<file path="src/rtl/irqf_pkg.sv">
package irqf_pkg;
    localparam int NSRC     = 3;
    localparam int BYTE_W   = 8;
    localparam int FLAG_LSB = 4;
    localparam int SUM_BIT  = BYTE_W - 1;
    localparam int IDX_UPD  = 0;
    localparam int IDX_ALM  = 1;
    localparam int IDX_PER  = 2;

    typedef enum logic [0:0] {
        ST_IDLE = 1'b0,
        ST_READ = 1'b1
    } rd_state_t;
endpackage

</file>
<file path="src/rtl/irqf_rd_ctrl.sv">
module irqf_rd_ctrl
    import irqf_pkg::*;
(
    input  logic clk,
    input  logic rst_n,
    input  logic rd_cyc,
    output logic rd_start,
    output logic rd_end,
    output logic in_read
);
    rd_state_t state_q, state_d;

    always_comb begin
        state_d = state_q;
        unique case (state_q)
            ST_IDLE: if (rd_cyc)  state_d = ST_READ;
            ST_READ: if (!rd_cyc) state_d = ST_IDLE;
            default: state_d = ST_IDLE;
        endcase
    end

    always_ff @(posedge clk or negedge rst_n) begin
        if (!rst_n) state_q <= ST_IDLE;
        else        state_q <= state_d;
    end

    always_comb begin
        rd_start = 1'b0;
        rd_end   = 1'b0;
        in_read  = 1'b0;
        unique case (state_q)
            ST_IDLE: rd_start = rd_cyc;
            ST_READ: begin
                in_read = 1'b1;
                rd_end  = !rd_cyc;
            end
            default: ;
        endcase
    end
endmodule

</file>
<file path="src/rtl/irqf_flag_cell.sv">
module irqf_flag_cell (
    input  logic clk,
    input  logic rst_n,
    input  logic ev,
    input  logic in_read,
    input  logic rd_end,
    output logic flag,
    output logic flag_nxt,
    output logic pend
);
    always_ff @(posedge clk or negedge rst_n) begin
        if (!rst_n) begin
            flag <= 1'b0;
            pend <= 1'b0;
        end else if (rd_end) begin
            flag <= pend | ev;
            pend <= 1'b0;
        end else if (in_read) begin
            pend <= pend | ev;
        end else begin
            flag <= flag | ev;
        end
    end

    assign flag_nxt = flag | ev;
endmodule

</file>
<file path="src/rtl/irqf_snapshot.sv">
module irqf_snapshot
    import irqf_pkg::*;
(
    input  logic              clk,
    input  logic              rst_n,
    input  logic              rd_start,
    input  logic              in_read,
    input  logic [NSRC-1:0]   flag_now,
    input  logic [NSRC-1:0]   flag_nxt,
    input  logic [NSRC-1:0]   en_vec,
    output logic [BYTE_W-1:0] byte_out
);
    localparam int PAD_W = FLAG_LSB;

    logic [BYTE_W-1:0] snap_q;
    logic [BYTE_W-1:0] live_byte;
    logic [BYTE_W-1:0] start_byte;

    assign live_byte  = {|(flag_now & en_vec), flag_now, {PAD_W{1'b0}}};
    assign start_byte = {|(flag_nxt & en_vec), flag_nxt, {PAD_W{1'b0}}};

    always_ff @(posedge clk or negedge rst_n) begin
        if (!rst_n)        snap_q <= '0;
        else if (rd_start) snap_q <= start_byte;
    end

    assign byte_out = in_read ? snap_q : live_byte;
endmodule

</file>
<file path="src/rtl/irq_flag_reg.sv">
module irq_flag_reg
    import irqf_pkg::*;
(
    input  logic       clk,
    input  logic       rst_n,
    input  logic       ev_per,
    input  logic       ev_alm,
    input  logic       ev_upd,
    input  logic       en_per,
    input  logic       en_alm,
    input  logic       en_upd,
    input  logic       rd_cyc,
    output logic [7:0] flag_byte,
    output logic       irq_n
);
    logic [NSRC-1:0] ev_vec, en_vec, flag_vec, nxt_vec, pend_vec;
    logic            rd_start, rd_end, in_read;

    always_comb begin
        ev_vec          = '0;
        en_vec          = '0;
        ev_vec[IDX_UPD] = ev_upd;
        ev_vec[IDX_ALM] = ev_alm;
        ev_vec[IDX_PER] = ev_per;
        en_vec[IDX_UPD] = en_upd;
        en_vec[IDX_ALM] = en_alm;
        en_vec[IDX_PER] = en_per;
    end

    irqf_rd_ctrl u_ctrl (
        .clk      (clk),
        .rst_n    (rst_n),
        .rd_cyc   (rd_cyc),
        .rd_start (rd_start),
        .rd_end   (rd_end),
        .in_read  (in_read)
    );

    for (genvar i = 0; i < NSRC; i++) begin : g_cell
        irqf_flag_cell u_cell (
            .clk      (clk),
            .rst_n    (rst_n),
            .ev       (ev_vec[i]),
            .in_read  (in_read),
            .rd_end   (rd_end),
            .flag     (flag_vec[i]),
            .flag_nxt (nxt_vec[i]),
            .pend     (pend_vec[i])
        );
    end

    irqf_snapshot u_snap (
        .clk      (clk),
        .rst_n    (rst_n),
        .rd_start (rd_start),
        .in_read  (in_read),
        .flag_now (flag_vec),
        .flag_nxt (nxt_vec),
        .en_vec   (en_vec),
        .byte_out (flag_byte)
    );

    assign irq_n = ~|(flag_vec & en_vec);
endmodule

</file>
<file path="config.mk">
export PLATFORM = sky130hd
export DESIGN_NAME = irq_flag_reg
export DESIGN_NICKNAME = d
export VERILOG_FILES = /design/src/rtl/irqf_pkg.sv /design/src/rtl/irqf_rd_ctrl.sv /design/src/rtl/irqf_flag_cell.sv /design/src/rtl/irqf_snapshot.sv /design/src/rtl/irq_flag_reg.sv
export SDC_FILE = /design/constraint.sdc
export NUM_CORES = 1
export LEC_CHECK = 0
export BUFFER_PORTS_ARGS = -buffer_cell sky130_fd_sc_hd__buf_2
export CORE_MARGIN = 1.5
export CORE_UTILIZATION = 40
export DETAILED_ROUTE_END_ITERATION = 10
export PLACE_DENSITY = 0.73
export SETUP_SLACK_MARGIN = 0.15
export SKIP_CTS_REPAIR_TIMING = 1
export SLEW_MARGIN = 40
export SYNTH_ARGS = -nofsm -noshare
export SYNTH_HDL_FRONTEND = slang
export SYNTH_SLANG_ARGS = --single-unit
</file>
<file path="constraint.sdc">
create_clock -name clk -period 0.9 [get_ports clk]
set_input_delay 0.09 -clock clk [delete_from_list [all_inputs] [get_ports clk]]
set_output_delay 0.09 -clock clk [all_outputs]
set_load 0.005 [all_outputs]
</file>
==> impl_metrics.env, run 1 <==
export IMPL_hold_path_class="in2reg"
export IMPL_grt_pass1_wl_um=1860
export IMPL_syn2layout_area_growth_pct=48.9
export IMPL_route_detailed_wl_per_inst_um=13.6
export IMPL_cts_tree="built"
export IMPL_initial_core_util_pct=42.5
export IMPL_synth_area_um2=546
export IMPL_synth_most_common_cell="dfrtp_1"
export IMPL_drt_first_iter_violations=5
export IMPL_violations="negative setup slack"
export IMPL_clkLatencyLatePin_ns=0.26
export IMPL_grt_max_degree=12
export IMPL_skew_ns=0.00138
export IMPL_fin_cells=92
export IMPL_worstSetupPathType="reg2out"
export IMPL_placed_area_um2=663
export IMPL_synth_top_cell_by_area="dfrtp_1"
export IMPL_path_max_fanout=2
export IMPL_slew_viol_final=0
export IMPL_fill_cells=112
export IMPL_first_pass_iters=4
export IMPL_die_w_um=39.9
export IMPL_vias=481
export IMPL_overflow=0
export IMPL_clkSinkCount=11
export IMPL_htree_levels=1
export IMPL_place_congestion=0.766
export IMPL_yosysWarnings=0
export IMPL_ys_top_cells_by_count="dfrtp_1, o21ai_0, nor2_1"
export IMPL_drc_errors=0
export IMPL_grt_pass1_vias=424
export IMPL_yosys_area_top_type_share_pct=50.5
export IMPL_seq_area_frac_synth_pct=50.5
export IMPL_placementRows=13
export IMPL_die_y_um=39.9
export IMPL_power_uw=1270
export IMPL_synth_main_ff_cell="dfrtp_1"
export IMPL_finalSetupTns_ns=-3.40
export IMPL_startpoint_type="flip-flop"
export IMPL_dieArea_um2=1590
export IMPL_synthCells=55
export IMPL_crit_arrival_ns=1.28
export IMPL_antenna_found_initial=0
export IMPL_cts_clk_slew_worst_paths_ns=0.07
export IMPL_clk_path_buf_depth=2
export IMPL_final_cell_area_um2=812
export IMPL_dpl_cell_count=85
export IMPL_grt_usage_pct=18.1
export IMPL_cp_end_kind="output port"
export IMPL_ys_ff_latch=11
export IMPL_setup_viol=15
export IMPL_setup_slack_ns=-0.469
export IMPL_worstPathRequired_ns=0.81
export IMPL_finalCritPeriodShare_pct=152
export IMPL_maxCapViolations=0
export IMPL_synth_area_leaders="dfrtp_1, o21ai_0, buf_4"
export IMPL_placement_io_buffers=13
export IMPL_finalNetCount=87
export IMPL_coreArea_um2=1280
export IMPL_period_needed_ns=1.37
export IMPL_p_leak_uw=0.000372
export IMPL_clock_fmax_ghz=0.731
export IMPL_status="complete, but fails checks"
export IMPL_pwr_density_cell_nw_per_um2=1560
export IMPL_fin_hold_ws_ns=0.119
export IMPL_cts_buffers=3
export IMPL_synth_async_reset_ratio_pct=100
export IMPL_syn_avg_cell_area_um2=9.92
export IMPL_routed_wirelength_um=1250
export IMPL_ir_drop_mv=1.07
export IMPL_ant_nets=0
export IMPL_vias_per_cell=5.23
export IMPL_ios=18
export IMPL_final_layout_size_suffix_gt1_share_pct=50.6
export IMPL_hold_violations=0
export IMPL_antenna_cells=0
export IMPL_rsz0062_at_grt="yes"
export IMPL_root_buffer="clkbuf_4"
export IMPL_ys_types=17
export IMPL_hpwlAfterDp_um=847
export IMPL_synth_edf_count=0
-- cell type report --
type                       instances  area (um^2)  share of cell area [%]
timing repair buffer              21          159                    19.6
tap                               15         18.8                    2.31
sequential                        11          277                    34.1
inverter                           1         3.75                   0.462
clock buffer                       4         26.3                    3.24
multi-input combinational         40          328                    40.4
-- registers in the layout, summed over array words and instances (netlist names) --
| name | cells |
|---|---|
| g_cell.u_cell.pend | 3 |
| u_ctrl.state_q | 1 |
| g_cell.u_cell.flag | 3 |
| u_snap.snap_q | 4 |
-- worst max-delay path, stage by stage (launching register included) --
cell	delay, ns
dfrtp_1	0.39
a222oi_1	0.37
mux2i_1	0.11
buf_2	0.14
-- cell usage in the layout, fill, tap and decap left out, drive strengths merged, types with 3 or more instances in the layout --
master  netlist  layout
mux2          3       3
conb          1       4
nand2         3       3
o21ai         8       8
a21oi         3       3
clkbuf        0       4
nor2          7       7
buf           6      20
dfrtp        11      11
o311ai        3       3
nand2b        4       4
-- worst paths after layout --
check	from	to	slack, ns	cells after the start
setup / recovery	g_cell[0].u_cell.flag$_DFFE_PN0P_	flag_byte[7]	-0.47	3
max in group asynchronous	rst_n	u_ctrl.state_q$_DFF_PN0_	0.47	2
setup reg to reg	u_ctrl.state_q$_DFF_PN0_	g_cell[2].u_cell.flag$_DFFE_PN0P_	-0.23	5
hold / removal	rd_cyc	u_ctrl.state_q$_DFF_PN0_	0.12	1
min in group asynchronous	rst_n	u_snap.snap_q[7]$_DFFE_PN0P_	0.21	2
hold reg to reg	u_snap.snap_q[6]$_DFFE_PN0P_	u_snap.snap_q[6]$_DFFE_PN0P_	0.49	2
-- layer usage --
layer / GRT usage [%] / wire [um]
met1: 23.4 / 554
met2: 28.2 / 636
met3: 3.33 / 42
met4: 10.3 / 18
met5: 0 / 0
-- power by group --
group,internal (uW),switching (uW),leakage [uW]
registers,551,44.5,0.000125
clock network,172,159,0.0000150
logic,188,152,0.000232
total,910,355,0.000372
-- stage by stage --
stage | setup WS, ns | utilization, %
after global routing | -0.520 | 63.2
after CTS | -0.456 | 53.7
final | -0.469 | 63.2
after floorplan | -0.119 | -
after global placement | -0.141 | 51.6
after detailed placement | -0.162 | 51.6
-- cells by family (layout without fill, tap and decap cells) --
family	Yosys count	after routing	synth area share [%]
AND/OR/NAND/NOR	15	15	12.6
buffers and inverters	7	26	8.49
AO/OA/AOI/OAI	17	17	19.7
other	1	4	0.687
flip-flops	11	11	50.5
multiplexers	4	4	8.03
Note: power is estimated with default switching activity, not from simulation.
==> run 2: changes to the inputs <==
Settings changed: ABC_AREA set to 1, PLACE_DENSITY 0.73 to 0.72, SLEW_MARGIN 40 to 20.
==> impl_metrics.env, run 2 <==
export IMPL_synth_area_leaders="dfrtp_1, nand2_1, o21ai_1"
export IMPL_cp_end_kind="output port"
export IMPL_fin_cells=121
export IMPL_rsz0062_at_grt="yes"
export IMPL_grt_pass1_wl_um=2240
export IMPL_crit_path_start="g_cell[1].u_cell.flag$_DFFE_PN0P_"
export IMPL_dpl_cell_count=112
export IMPL_grt_usage_pct=16.8
export IMPL_drt_first_iter_violations=9
export IMPL_maxCapViolations=0
export IMPL_htree_levels=1
export IMPL_final_util_pct=60.6
export IMPL_power_uw=1250
export IMPL_antenna_cells=0
export IMPL_reg_top3="u_snap.snap_q: 4 flops, g_cell.u_cell.flag: 3 flops, g_cell.u_cell.pend: 3 flops"
export IMPL_die_y_um=41.8
export IMPL_clkSinkCount=11
export IMPL_pwr_density_cell_nw_per_um2=1530
export IMPL_overflow=0
export IMPL_root_buffer="clkbuf_4"
export IMPL_worstPathRequired_ns=0.81
export IMPL_clock_fmax_ghz=0.835
export IMPL_placement_io_buffers=13
export IMPL_ant_nets=0
export IMPL_coreArea_um2=1350
export IMPL_routed_wirelength_um=1420
export IMPL_skew_ns=0.00533
export IMPL_cts_buffers=3
export IMPL_vias_per_cell=4.88
export IMPL_syn_avg_cell_area_um2=7.41
export IMPL_dieArea_um2=1740
export IMPL_yosysWarnings=0
export IMPL_final_layout_size_suffix_gt1_share_pct=39.6
export IMPL_placementRows=13
export IMPL_die_w_um=41.8
export IMPL_seq_area_frac_synth_pct=45.8
export IMPL_hpwlAfterDp_um=980
export IMPL_antenna_found_initial=0
export IMPL_hold_path_class="in2reg"
export IMPL_placed_area_um2=726
export IMPL_setup_viol=15
export IMPL_synthCells=81
export IMPL_cts_clk_slew_worst_paths_ns=0.08
export IMPL_synth_area_um2=601
export IMPL_hold_violations=0
export IMPL_setup_slack_ns=-0.297
export IMPL_drc_errors=0
export IMPL_vias=590
export IMPL_syn2layout_area_growth_pct=36.3
export IMPL_r2r_worst_path_cells=5
export IMPL_yosys_area_top_type_share_pct=45.8
export IMPL_synth_edf_count=0
export IMPL_period_needed_ns=1.20
export IMPL_ys_top_cells_by_count="nand2_1, dfrtp_1, inv_1, o21ai_1, buf_4"
export IMPL_final_cell_area_um2=818
export IMPL_first_pass_iters=4
export IMPL_grt_pass1_vias=522
export IMPL_clk_path_buf_depth=2
export IMPL_violations="negative setup slack"
export IMPL_worstSetupPathType="reg2out"
export IMPL_cts_tree="built"
export IMPL_largest_reg_flops=4
export IMPL_largest_register="u_snap.snap_q"
export IMPL_ys_ff_latch=11
export IMPL_crit_arrival_ns=1.11
export IMPL_ir_drop_mv=0.740
export IMPL_startpoint_type="flip-flop"
export IMPL_finalCritPeriodShare_pct=133
export IMPL_ys_types=16
export IMPL_final_common_cell="nand2_1"
export IMPL_synth_top_cell_by_area="dfrtp_1"
export IMPL_synth_most_common_cell="nand2_1"
export IMPL_status="complete, but fails checks"
export IMPL_route_detailed_wl_per_inst_um=11.8
export IMPL_hold_start="ev_alm"
export IMPL_initial_core_util_pct=44.5
export IMPL_place_congestion=0.765
export IMPL_grt_max_degree=13
export IMPL_hold_depth=3
export IMPL_slew_viol_final=0
export IMPL_finalNetCount=116
export IMPL_final_cell_mix="nand2_1, buf_2, dfrtp_1, inv_1, o21ai_1"
export IMPL_clkLatencyLatePin_ns=0.27
export IMPL_synth_main_ff_cell="dfrtp_1"
export IMPL_synth_async_reset_ratio_pct=100
export IMPL_p_leak_uw=0.000448
export IMPL_r2r_start="u_ctrl.state_q$_DFF_PN0_"
export IMPL_path_max_fanout=3
export IMPL_ios=18
run 2: changes by cell type after synthesis, sizes merged, moves of 2 or more:
cell	delta
o21ai	+4
nor2	-2
nand2	+24
o311ai	-3
a21oi	-3
nand2b	-4
or2	+2
o211ai	+3
mux2	-3
inv	+12
run 2: final timing paths:
| kind | end | slack [ns] |
|---|---|---|
| min reg2reg | g_cell[1].u_cell.pend$_DFFE_PN0P_ | 0.49 |
| max in group asynchronous | u_ctrl.state_q$_DFF_PN0_ | 0.46 |
| max reg2reg | g_cell[2].u_cell.flag$_DFFE_PN0P_ | -0.20 |
| min in group asynchronous | u_snap.snap_q[5]$_DFFE_PN0P_ | 0.21 |
| min | g_cell[1].u_cell.flag$_DFFE_PN0P_ | 0.12 |
| max | flag_byte[7] | -0.30 |
run 2: where the power goes:
part           internal (uW)  switching (uW)  leakage [uW]  total (uW)
combinational            156             170      0.000303         326
sequential               551            39.1      0.000127         590
clock                    164             174     0.0000177         338
run 2: cell families (layout without fill, tap and decap cells):
| group | count (synthesis) | after routing | share of synthesized area (%) |
|---|---|---|---|
| AND/OR/NAND/NOR | 35 | 35 | 24.6 |
| buffers and inverters | 18 | 40 | 14.0 |
| flip-flops | 11 | 11 | 45.8 |
| other | 1 | 4 | 0.624 |
| AO/OA/AOI/OAI | 16 | 16 | 15.0 |
run 2: routing by layer:
layer  global-route usage (%)  vias up  share of wire (%)
met3                     3.48        2                5.9
met1                     21.4      274                 42
met2                     27.2       20                 51
li1                         -      294                  -
met4                     7.74        0               0.42
met5                        0        -                  0
run 2: cell type report:
cell class | instances | area, um^2
multi-input cells | 55 | 288
repair buffers | 23 | 156
flip-flops and latches | 11 | 277
well taps | 15 | 18.8
clock inverters | 1 | 5.00
fillers | 137 | 532
clock buffers | 3 | 22.5
inverters | 13 | 51.3
run 2: per-stage QoR:
step	setup slack, ns	setup TNS [ns]	hold WS [ns]
floorplan	0.0354	0	-0.206
finish	-0.297	-2.74	0.118
CTS	-0.356	-2.03	-0.318
detailed placement	-0.0898	-0.616	-0.0272
global route	-0.372	-3.71	0.132
global placement	-0.0641	-0.418	-0.0252
run 2: critical path, cell delays in order (launching register included):
cell and delay [ns]:
dfrtp_1 0.41, nand2_1 0.11, nand3_2 0.08, inv_2 0.07, o21ai_2 0.05, buf_2 0.12
